===== config.mk =====
export PLATFORM = sky130hd
export DESIGN_NAME = mono_oneshot
export DESIGN_NICKNAME = d
export VERILOG_FILES = /design/src/rtl/mono_pkg.sv /design/src/rtl/mono_sync.sv /design/src/rtl/mono_trig_qual.sv /design/src/rtl/mono_por.sv /design/src/rtl/mono_timer.sv /design/src/rtl/mono_oneshot.sv
export SDC_FILE = /design/constraint.sdc
export NUM_CORES = 1
export LEC_CHECK = 0
export ABC_AREA = 1
export BUFFER_PORTS_ARGS = -buffer_cell sky130_fd_sc_hd__buf_2
export CORE_ASPECT_RATIO = 1.75
export CORE_MARGIN = 2
export CORE_UTILIZATION = 52
export CTS_CLUSTER_SIZE = 20
export DETAILED_ROUTE_END_ITERATION = 8
export GPL_ROUTABILITY_DRIVEN = 0
export PLACE_DENSITY_LB_ADDON = 0.1
export SLEW_MARGIN = 10
export SYNTH_ARGS = -nofsm -noshare
export SYNTH_HDL_FRONTEND = slang
export SYNTH_SLANG_ARGS = --single-unit

===== constraint.sdc =====
create_clock -name clk -period 2.1 [get_ports clk]
set_input_delay 0.525 -clock clk [delete_from_list [all_inputs] [get_ports clk]]
set_output_delay 0.525 -clock clk [all_outputs]
set_load 0.02 [all_outputs]

===== src/rtl/mono_pkg.sv =====
package mono_pkg;

  localparam int unsigned WIDTH_BITS = 16;

  typedef logic [WIDTH_BITS-1:0] width_t;

  // Effective pulse length: a request of zero still yields one cycle.
  function automatic width_t eff_width(input width_t req);
    return (req == '0) ? width_t'(1) : req;
  endfunction

  // Remaining-count step while a pulse runs.
  function automatic width_t count_step(input width_t cur);
    return (cur == '0) ? '0 : width_t'(cur - width_t'(1));
  endfunction

endpackage


===== src/rtl/mono_sync.sv =====
module mono_sync #(
  parameter int unsigned BITS    = 1,
  parameter int unsigned STAGES  = 2,
  parameter logic [BITS-1:0] RST_VAL = '0
) (
  input  logic            clk,
  input  logic            rst_n,
  input  logic [BITS-1:0] din,
  output logic [BITS-1:0] dout
);

  for (genvar g = 0; g < BITS; g++) begin : g_bit
    logic [STAGES-1:0] chain;
    always_ff @(posedge clk or negedge rst_n) begin
      if (!rst_n) chain <= {STAGES{RST_VAL[g]}};
      else        chain <= {chain[STAGES-2:0], din[g]};
    end
    assign dout[g] = chain[STAGES-1];
  end

endmodule


===== src/rtl/mono_trig_qual.sv =====
module mono_trig_qual (
  input  logic clk,
  input  logic rst_n,
  input  logic rise_s,
  input  logic fall_s,
  output logic trig_evt
);

  logic rise_d, fall_d;
  logic rise_hit, fall_hit;

  always_ff @(posedge clk or negedge rst_n) begin
    if (!rst_n) begin
      rise_d <= 1'b0;
      fall_d <= 1'b0;
    end else begin
      rise_d <= rise_s;
      fall_d <= fall_s;
    end
  end

  // positive edge on the rising input, qualified by the other input high
  assign rise_hit = rise_s & ~rise_d & fall_s;
  // negative edge on the falling input, qualified by the other input low
  assign fall_hit = ~fall_s & fall_d & ~rise_s;
  assign trig_evt = rise_hit | fall_hit;


  qual_rise_chk: assert property (@(posedge clk) disable iff (!rst_n)
    (rise_hit) |-> (fall_s && !fall_hit));


  qual_fall_chk: assert property (@(posedge clk) disable iff (!rst_n)
    (fall_hit) |-> (!rise_s && !rise_hit));

endmodule


===== src/rtl/mono_por.sv =====
module mono_por #(
  parameter int unsigned POR_CYCLES = 8
) (
  input  logic clk,
  input  logic rst_n,
  output logic por_done
);

  localparam int unsigned PW = $clog2(POR_CYCLES + 1);
  localparam logic [PW-1:0] LAST = PW'(POR_CYCLES);

  logic [PW-1:0] por_cnt;

  always_ff @(posedge clk or negedge rst_n) begin
    if (!rst_n)                por_cnt <= '0;
    else if (por_cnt != LAST)  por_cnt <= por_cnt + 1'b1;
  end

  assign por_done = (por_cnt == LAST);


  por_sticky_chk: assert property (@(posedge clk) disable iff (!rst_n)
    por_done |=> por_done);

endmodule


===== src/rtl/mono_timer.sv =====
module mono_timer
  import mono_pkg::*;
#(
  parameter int unsigned DISCHARGE_CYCLES = 2
) (
  input  logic   clk,
  input  logic   rst_n,
  input  logic   clr_s,
  input  logic   por_done,
  input  logic   trig_evt,
  input  logic   retrig_en,
  input  width_t width_req,
  output logic   active,
  output logic   accept
);

  localparam int unsigned LW = (DISCHARGE_CYCLES < 1) ? 1 : $clog2(DISCHARGE_CYCLES + 1);
  localparam logic [LW-1:0] LOCK_LOAD = LW'(DISCHARGE_CYCLES);

  width_t        remain;
  logic [LW-1:0] lock_cnt;
  logic          locked;
  width_t        load_w;

  assign locked = (lock_cnt != '0);
  assign active = (remain != '0);
  assign load_w = eff_width(width_req);

  // every gate on acceptance
  assign accept = trig_evt & por_done & clr_s & ~locked & (retrig_en | ~active);

  always_ff @(posedge clk or negedge rst_n) begin
    if (!rst_n) begin
      remain   <= '0;
      lock_cnt <= '0;
    end else if (!clr_s) begin
      remain   <= '0;
      lock_cnt <= '0;
    end else if (accept) begin
      remain   <= load_w;
      lock_cnt <= LOCK_LOAD;
    end else begin
      remain   <= count_step(remain);
      if (locked) lock_cnt <= lock_cnt - 1'b1;
    end
  end


  load_width_chk: assert property (@(posedge clk) disable iff (!rst_n)
    accept |=> (remain == $past(load_w)));


  count_down_chk: assert property (@(posedge clk) disable iff (!rst_n)
    (active && !accept && clr_s) |=> (remain == $past(remain) - 1'b1));


  no_retrig_chk: assert property (@(posedge clk) disable iff (!rst_n)
    (!retrig_en && active && clr_s) |=> (remain == $past(remain) - 1'b1));


  lock_hold_chk: assert property (@(posedge clk) disable iff (!rst_n)
    (locked && remain > 1 && clr_s) |=> (remain == $past(remain) - 1'b1));


  por_block_chk: assert property (@(posedge clk) disable iff (!rst_n)
    !por_done |=> !active);


  clr_idle_chk: assert property (@(posedge clk) disable iff (!rst_n)
    !clr_s |=> (!active && !locked));

endmodule


===== src/rtl/mono_oneshot.sv =====
module mono_oneshot
  import mono_pkg::*;
#(
  parameter int unsigned POR_CYCLES       = 8,
  parameter int unsigned DISCHARGE_CYCLES = 2,
  parameter int unsigned SYNC_STAGES      = 2
) (
  input  logic                  clk,
  input  logic                  rst_n,
  input  logic                  clr_n,
  input  logic                  trig_rise,
  input  logic                  trig_fall,
  input  logic                  retrig_en,
  input  logic [WIDTH_BITS-1:0] width_cycles,
  output logic                  q,
  output logic                  q_n
);

  logic [2:0] raw_in, sync_out;
  logic       rise_s, fall_s, clr_s;
  logic       trig_evt, por_done, active, accept;

  assign raw_in = {clr_n, trig_fall, trig_rise};

  mono_sync #(
    .BITS    (3),
    .STAGES  (SYNC_STAGES),
    .RST_VAL (3'b000)
  ) u_sync (
    .clk   (clk),
    .rst_n (rst_n),
    .din   (raw_in),
    .dout  (sync_out)
  );

  assign rise_s = sync_out[0];
  assign fall_s = sync_out[1];
  assign clr_s  = sync_out[2];

  mono_trig_qual u_qual (
    .clk      (clk),
    .rst_n    (rst_n),
    .rise_s   (rise_s),
    .fall_s   (fall_s),
    .trig_evt (trig_evt)
  );

  mono_por #(
    .POR_CYCLES (POR_CYCLES)
  ) u_por (
    .clk      (clk),
    .rst_n    (rst_n),
    .por_done (por_done)
  );

  mono_timer #(
    .DISCHARGE_CYCLES (DISCHARGE_CYCLES)
  ) u_timer (
    .clk       (clk),
    .rst_n     (rst_n),
    .clr_s     (clr_s),
    .por_done  (por_done),
    .trig_evt  (trig_evt),
    .retrig_en (retrig_en),
    .width_req (width_cycles),
    .active    (active),
    .accept    (accept)
  );

  // the raw clear gates the output so it acts before synchronization
  assign q   = active & clr_n;
  assign q_n = ~q;


  comp_out_chk: assert property (@(posedge clk) disable iff (!rst_n)
    q_n == !q);


  clr_out_chk: assert property (@(posedge clk) disable iff (!rst_n)
    !clr_n |-> (!q && q_n));


  start_chk: assert property (@(posedge clk) disable iff (!rst_n)
    (accept && clr_n) |=> q || !clr_n);

endmodule


After elaboration in Yosys (flattened, before gate mapping). Cells that the tools add are included.

$add $sub $neg: 3. Equality and inequality tests: 3. Muxes and demuxes: 7. Bitwise operators: 17. Reduce and logical (&&, ||, !) cells: 4.

Operators by type and width (count): 16-bit two-way mux (4); 16-bit logical NOT (2); 16-bit nonzero test (1); 16-bit by 1-bit subtractor with 16-bit output (second input constant) (1); 1-bit AND (9); 2-bit two-way mux (3); 1-bit inverter (6); 4-bit by 1-bit adder with 4-bit output (second input constant) (1); 4-bit == test (second input constant) (1); 4-bit inequality test (second input constant) (1); 3-bit by 2-bit inequality test with 1-bit output (second input constant) (1); 1-bit bitwise OR (2); 2-bit nonzero test (1); 2-bit by 1-bit subtractor with 2-bit output (second input constant) (1).

Flip-flop bits (word level): 30. Bits of input ports: 22. Output and inout bits: 2. Logic and storage cells: 42.

Logic depth before layout (Yosys ltp). Gate-level depths: netlist of run 1.

Word-level depth: 10. Gate-level depth with buffers: 11. Gate-level depth less buffers: 11.

By module. Synthesis of run 1 repeated with hierarchy kept, for this count alone.

Cells, all modules: 270. Area, all modules: 1928.1 um2.

By module, submodules not included: mono_timer (instances 1, cells each 223, area each 1447.6 um2); mono_por (instances 1, cells each 28, area each 222.7 um2); mono_sync (instances 1, cells each 9, area each 172.7 um2); mono_trig_qual (instances 1, cells each 8, area each 75.1 um2); mono_oneshot (instances 1, cells each 2, area each 10.0 um2).

Least setup slack after synthesis of run 1. No wires, ideal clock.

Path type: register to output. Start point: register u_timer.remain[0]. End point: output q. Arrival: 1.534 ns. Required time: 1.575 ns. Slack: 0.041 ns. Stages on the path, launching flop included: 9. Buffers on the path: 1. Path through: dfrtp_1 inv_1 ha_1 nand3_2 nor2_4 nand2_4 buf_2 nand2_1 inv_1.

Word-level cells in the longest chain between the ends: 2.

Ends and longest elaborated chain: from (decl) (line mono_timer.sv:20) `width_t remain;`; from (signal assigned) (line mono_timer.sv:40) `remain <= load_w;`; from (signal assigned) (line mono_timer.sv:43) `remain <= count_step(remain);`; 16-bit nonzero test (line mono_timer.sv:26) `assign active = (remain != '0);`; 1-bit AND (line mono_oneshot.sv:71) `assign q = active & clr_n;`; to (decl) (line mono_oneshot.sv:15) `output logic q,`.

No other way between the ends.

Worst setup path after layout of run 1. Same ends and word-level chain as after synthesis.

==> qor.csv, run 1 <==
metric,value,unit
outcome,completed,
powerDensity,1280,nW/um^2
fmax,492,MHz
antennaDiodeCount,0,
peakVddDrop,753,uV
ios,24,
p_leak,0.00117,uW
grt_first_pass_wirelength,6710,um
ys_types,22,
synth-seq-cells,30,
grt_antenna_before_repair,0,
setup_viol_count_final,0,
path_clk_slew,0.07,ns
wl_met1,1570,um
rows,28,
yosys_warnings,0,
dp_hpwl,2960,um
start_util,53.8,%
wl_per_cell,12.1,um
overflow,0,
yosys.area_share.xor_xnor,2.42,%
r2r_cells,10,
synth_ff_type,dfrtp_1,
ant_nets,0,
wl_met3,115,um
grt_usage,22.4,%
mostFrequentLayoutCell,nand2_1,
clockBufferDepth,2,
drive_gt1_share,19.3,%
ctsRootBufferMaster,clkbuf_8,
setup_tns,0,ns
cts_made_buffers,5,
slew_violations,0,
synth-adder-area-share,2.77,%
seq_area_frac_synth,41.5,%
rsz0062_at_grt,false,
nets,305,
worstPathMaxFanout,5,
async_flop_share,100,%
viasPerCell,5.00,
finClkSkew,0.00663,ns
finalCritPeriodShare,96.7,%
routed_wl,3940,um
synth-simple-area-share,39.7,%
die_h,82.0,um
drt_pass1_iterations,4,
die_area,3980,um^2
hold_path.class,in -> async,
synth.area.mux_share,0,%
fin_crit,2.03,ns
avgSynthCellArea,7.17,um^2
io_buffers,23,
tightest_slew,0.679,ns
final-hold-violation-count,0,
crit_path_end_kind,primary output,
grt_pass1_vias,1562,
drt_iter0_drc,29,
syn_area,1810,um^2
dr.max_layer_used,met4,
required,1.57,ns
ctsHtreeMaxLevel,2,
fp.dieW,48.6,um
num_vias,1626,
synth_top_family_by_area,simple AND/OR/NAND/NOR gates,
synth_edf_count,0,
syn_nets,278,
cts.sinks,30,
synth-compound-area-share,4.84,%
syn_inst,252,
final_cells,325,
worstSetupStartpointType,flip-flop,
final_cell_mix,"68 x nand2_1, 51 x nor2_1, 30 x dfrtp_1",
cts_tree,built,
coreArea,3360,um^2
timing.slew.headroom,54.8,%
crit_arrival,1.51,ns
clock_latency,0.28,ns
grt_max_degree,32,
max_cap_violations,0,
dp_cells,316,
crit_type,reg -> out,
drc,0,
syn_to_final_growth,15.4,%
met2_length,2160,um
[timing repair]
item | CTS | global route
setup endpoints to repair | 2 | 2
hold buffers | 0 | 0
buffers inserted | 0 | 1
gates resized for setup | 4 | 0
pin swaps | 1 | 3
[registers in the layout (all words and copies together), names as in the netlist]
register and cells:
u_qual.fall_d 1, u_qual.rise_d 1, u_timer.lock_cnt 2, u_por.por_cnt 4
u_timer.remain 16, u_sync.g_bit.chain 6
[worst paths after layout]
kind | to | slack [ns] | startpoint
worst min-delay path | u_timer.remain[3] | 0.27 | rst_n
max in group asynchronous | u_sync.g_bit[1].chain[1] | 1.38 | rst_n
worst max register to register | u_timer.remain[1] | 0.34 | u_por.por_cnt[0]
worst min register to register | u_sync.g_bit[1].chain[1] | 0.35 | u_sync.g_bit[1].chain[0]
min in group clk | u_sync.g_bit[0].chain[0] | 0.35 | trig_rise
worst max-delay path | q | 0.07 | u_timer.remain[0]
[where the power goes]
group          total, uW  switching (uW)  leakage [uW]  internal (uW)
registers            829             122      0.000382            707
clock network        548             217     0.0000575            331
logic               1300             814      0.000730            483
[cell usage after synthesis, types with 3 or more instances]
library cell  count  area [um^2]
o21ai_1           3         15.0
o21bai_1          5         37.5
nand3_1          25          125
nand2_1          68          255
nand2_4           3         33.8
xor2_1            3         26.3
inv_1            27          101
inv_2             3         11.3
nor2_1           51          191
a21oi_1           5         25.0
ha_1              4         50.1
nor2_2            7         43.8
buf_2             3         15.0
nor2_4            3         33.8
nand4_1           3         18.8
dfrtp_1          30          751
[routing by layer]
| metal | GRT usage (%) | up-vias |
|---|---|---|
| met5 | 0 | - |
| met4 | 10.3 | 0 |
| met3 | 3.27 | 8 |
| met2 | 43.9 | 28 |
| met1 | 23.3 | 761 |
| li1 | - | 829 |
[kinds of logic after synthesis]
kind of cell,after synthesis
flops,30
xor+xnor,5
compound gates,15
fa+ha+maj,4
buf+inv,36
simple gates,162
[layout make-up]
class	count	area, um^2
clock buffers	8	110
fillers	330	1280
inverters	30	113
multi-input cells	186	920
flip-flops and latches	30	751
well taps	45	56.3
repair buffers	26	138
[through the flow]
stage                     area, um^2  total power (uW)  setup WS, ns  hold slack [ns]  utilization, %
after floorplan                 1810              1810        0.0415            0.229               -
after global placement          1950              2060         0.234            0.335            58.0
after detailed placement        1950              2080         0.183            0.340            58.0
after CTS                       2080              2680        0.0229            0.296            61.8
after global routing            2090              2930       0.00680            0.339            62.1
final                           2090              2670        0.0695            0.274            62.1
[worst max-delay path: stages (launching register included)]
cell,delay [ns]
dfrtp_1,0.40
inv_2,0.09
ha_4,0.16
nand3_4,0.11
nor2_4,0.15
nand2_4,0.06
nand2_1,0.07
inv_1,0.04
buf_2,0.15
No activity file was read; power rests on OpenSTA's default activity.
==> run 2, diff against run 1 <==
--- a/config.mk
+++ b/config.mk
@@ -9,12 +9,14 @@
 export BUFFER_PORTS_ARGS = -buffer_cell sky130_fd_sc_hd__buf_2
 export CORE_ASPECT_RATIO = 1.75
 export CORE_MARGIN = 2
-export CORE_UTILIZATION = 52
+export CORE_UTILIZATION = 57
 export CTS_CLUSTER_SIZE = 20
 export DETAILED_ROUTE_END_ITERATION = 8
 export GPL_ROUTABILITY_DRIVEN = 0
 export PLACE_DENSITY_LB_ADDON = 0.1
+export SETUP_SLACK_MARGIN = 0.15
 export SLEW_MARGIN = 10
 export SYNTH_ARGS = -nofsm -noshare
 export SYNTH_HDL_FRONTEND = slang
 export SYNTH_SLANG_ARGS = --single-unit
+export TNS_END_PERCENT = 100
==> run 2 against run 1 <==
Compared with the run above: register-to-register slack better by 0.04 ns; routed wire length increased by 2.2%; clock power is 12% lower; fmax increased by 3.7%; clock skew about the same; sequential share of layout area down 2.3 points; die area decreased by 8.2%; sequential power down 1%; non-clock buffer count is 15 higher; combinational power rose by 19%; critical endpoint is now q_n; highest routed layer unchanged.
==> qor.csv, run 2 (synthesis gave the netlist of run 1 again) <==
metric,value,unit,change
rr_endpoint,u_timer.remain[1],,
drc,0,,unchanged
finClkSkew,0.00685,ns,+0.000221 ns
fin_crit,1.96,ns,-0.0719 ns
crit_type,reg -> out,,
slew_violations,0,,unchanged
wl_per_cell,11.9,um,-1.7%
ctsHtreeMaxLevel,2,,unchanged
peakVddDrop,804,uV,+6.8%
path_clk_slew,0.06,ns,about the same
grt_antenna_before_repair,0,,unchanged
syn_to_final_growth,23.3,%,
power.share.clock,16.8,%,-3.7 points
cp_top_family,flip-flops,,
num_vias,1690,,+3.9%
mostFrequentLayoutCell,nand2_1,,
clock_latency,0.28,ns,about the same
viasPerCell,5.00,,about the same
grt_max_degree,32,,unchanged
cp_slowest_stage_delay,0.39,ns,about the same
p_leak,0.00123,uW,+5.2%
max_cap_violations,0,,unchanged
reg_top3,"u_timer.remain (16), u_sync.g_bit.chain (6), u_por.por_cnt (4)",,
required,1.57,ns,about the same
r2r_slack,0.38,ns,+0.04 ns
grt_usage,27.0,%,+4.6 points
crit_path_end_kind,primary output,,
fmax,511,MHz,+3.7%
ctsRootBufferMaster,clkbuf_8,,
grt_first_pass_wirelength,7040,um,+5.0%
cp.buffers_inverters,2,,-1
worstPathCellList,inv_2 -> ha_4 -> nand3_4 -> nor2_4 -> nand2_8 -> nand2_4 -> buf_2,,
power.internal,1610,uW,+6.1%
ant_nets,0,,unchanged
crit_slowest_cell,dfrtp_1,,
grt_pass1_vias,1724,,+10%
clockBufferDepth,2,,unchanged
powerDensity,1280,nW/um^2,-0.18%
rsz0062_at_grt,true,,
setup_viol_count_final,0,,unchanged
coreArea,3070,um^2,-8.6%
nets,320,,+4.9%
worstPathMaxFanout,2,,-3
fillers,242,,-27%
combPwrFrac,54.5,%,+6.0 points
swShare,43.4,%,+0.31 points
final_cells,338,,+4.0%
final_cell_mix,"66 x nand2_1, 50 x nor2_1, 30 x dfrtp_1",,
hold_path.class,in -> async,,
cts.sinks,30,,unchanged
hold_buffers,0,,unchanged
r2r-start,u_por.por_cnt[0],,
die_area,3660,um^2,-8.2%
dp_cells,313,,-0.95%
drt_pass1_iterations,4,,unchanged
setup_tns,0,ns,unchanged
ios,24,,unchanged
largest_reg_flops,16,,unchanged
die_h,78.5,um,-4.3%
io_buffers,23,,unchanged
outcome,completed,,
largest-register,u_timer.remain,,
fp.dieW,46.6,um,-4.1%
final-hold-violation-count,0,,unchanged
finalCritPeriodShare,93.3,%,-3.4 points
rows,27,,-3.6%
tightest_slew,0.686,ns,+0.00698 ns
drive_gt1_share,24.7,%,+5.5 points
switchingPower,1240,uW,+7.4%
overflow,0,,unchanged
cts_made_buffers,5,,unchanged
timing.slew.headroom,54.3,%,-0.47 points
routed_wl,4030,um,+2.2%
r2r_cells,10,,unchanged
drt_iter0_drc,59,,+100%
dp_hpwl,2810,um,-5.1%
worstSetupStartpointType,flip-flop,,
crit_arrival,1.43,ns,-0.08 ns
cts_tree,built,,
antennaDiodeCount,0,,unchanged
start_util,58.8,%,+5.1 points
power_frac_seq,28.7,%,-2.3 points
[run 2: routing by layer]
metal	up-vias	global-route usage, %	share of wire [%]
li1	861	-	-
met1	786	29.8	39
met2	31	46.4	55
met3	12	4.37	2.7
met4	0	14.0	3.1
met5	-	0	0
[run 2: how the worst max path moves through the flow]
stage / from / slack (ns) / end / cells after the start
after floorplan: u_timer.remain[0] / 0.15 / q / 8
after global placement: u_timer.remain[0] / 0.17 / q / 8
after detailed placement: u_timer.remain[0] / 0.13 / q / 8
after CTS: u_timer.remain[8] / 0.15 / q / 7
after global routing: u_timer.remain[0] / 0.08 / q_n / 7
final: u_timer.remain[0] / 0.14 / q_n / 7
[run 2: area by class of cell]
type / count / area [um^2] / area share, %
inverter: 30 / 113 / 5.05
multi-input combinational: 186 / 965 / 43.3
tap: 43 / 53.8 / 2.41
clock inverter: 1 / 5.00 / 0.224
clock buffer: 7 / 86.3 / 3.87
sequential: 30 / 751 / 33.7
timing repair buffer: 41 / 256 / 11.5
[run 2: power by group through the flow]
stage | sequential [uW] | combinational [uW] | clock, uW
finish | 818 | 1550 | 480
global route | 836 | 1780 | 521
CTS | 816 | 1470 | 491
detailed placement | 834 | 1210 | 0
global placement | 829 | 1200 | 0
floorplan | 805 | 1010 | 0
[run 2: per-stage QoR]
| step | hold WS, ns | util, % | power (uW) | instance area (um^2) | setup WS (ns) |
|---|---|---|---|---|---|
| finish | 0.281 | 72.5 | 2850 | 2230 | 0.141 |
| global route | 0.335 | 72.5 | 3130 | 2230 | 0.0842 |
| CTS | 0.293 | 70.8 | 2780 | 2180 | 0.152 |
| detailed placement | 0.338 | 63.2 | 2050 | 1940 | 0.131 |
| global placement | 0.334 | 63.2 | 2030 | 1940 | 0.169 |
| floorplan | 0.229 | - | 1810 | 1810 | 0.154 |
[run 2: what timing repair did]
action	CTS	global route
pin swaps	6	3
cloned	0	0
buffers inserted	13	4
endpoints found under the setup margin	2	5
gates resized for setup	10	5
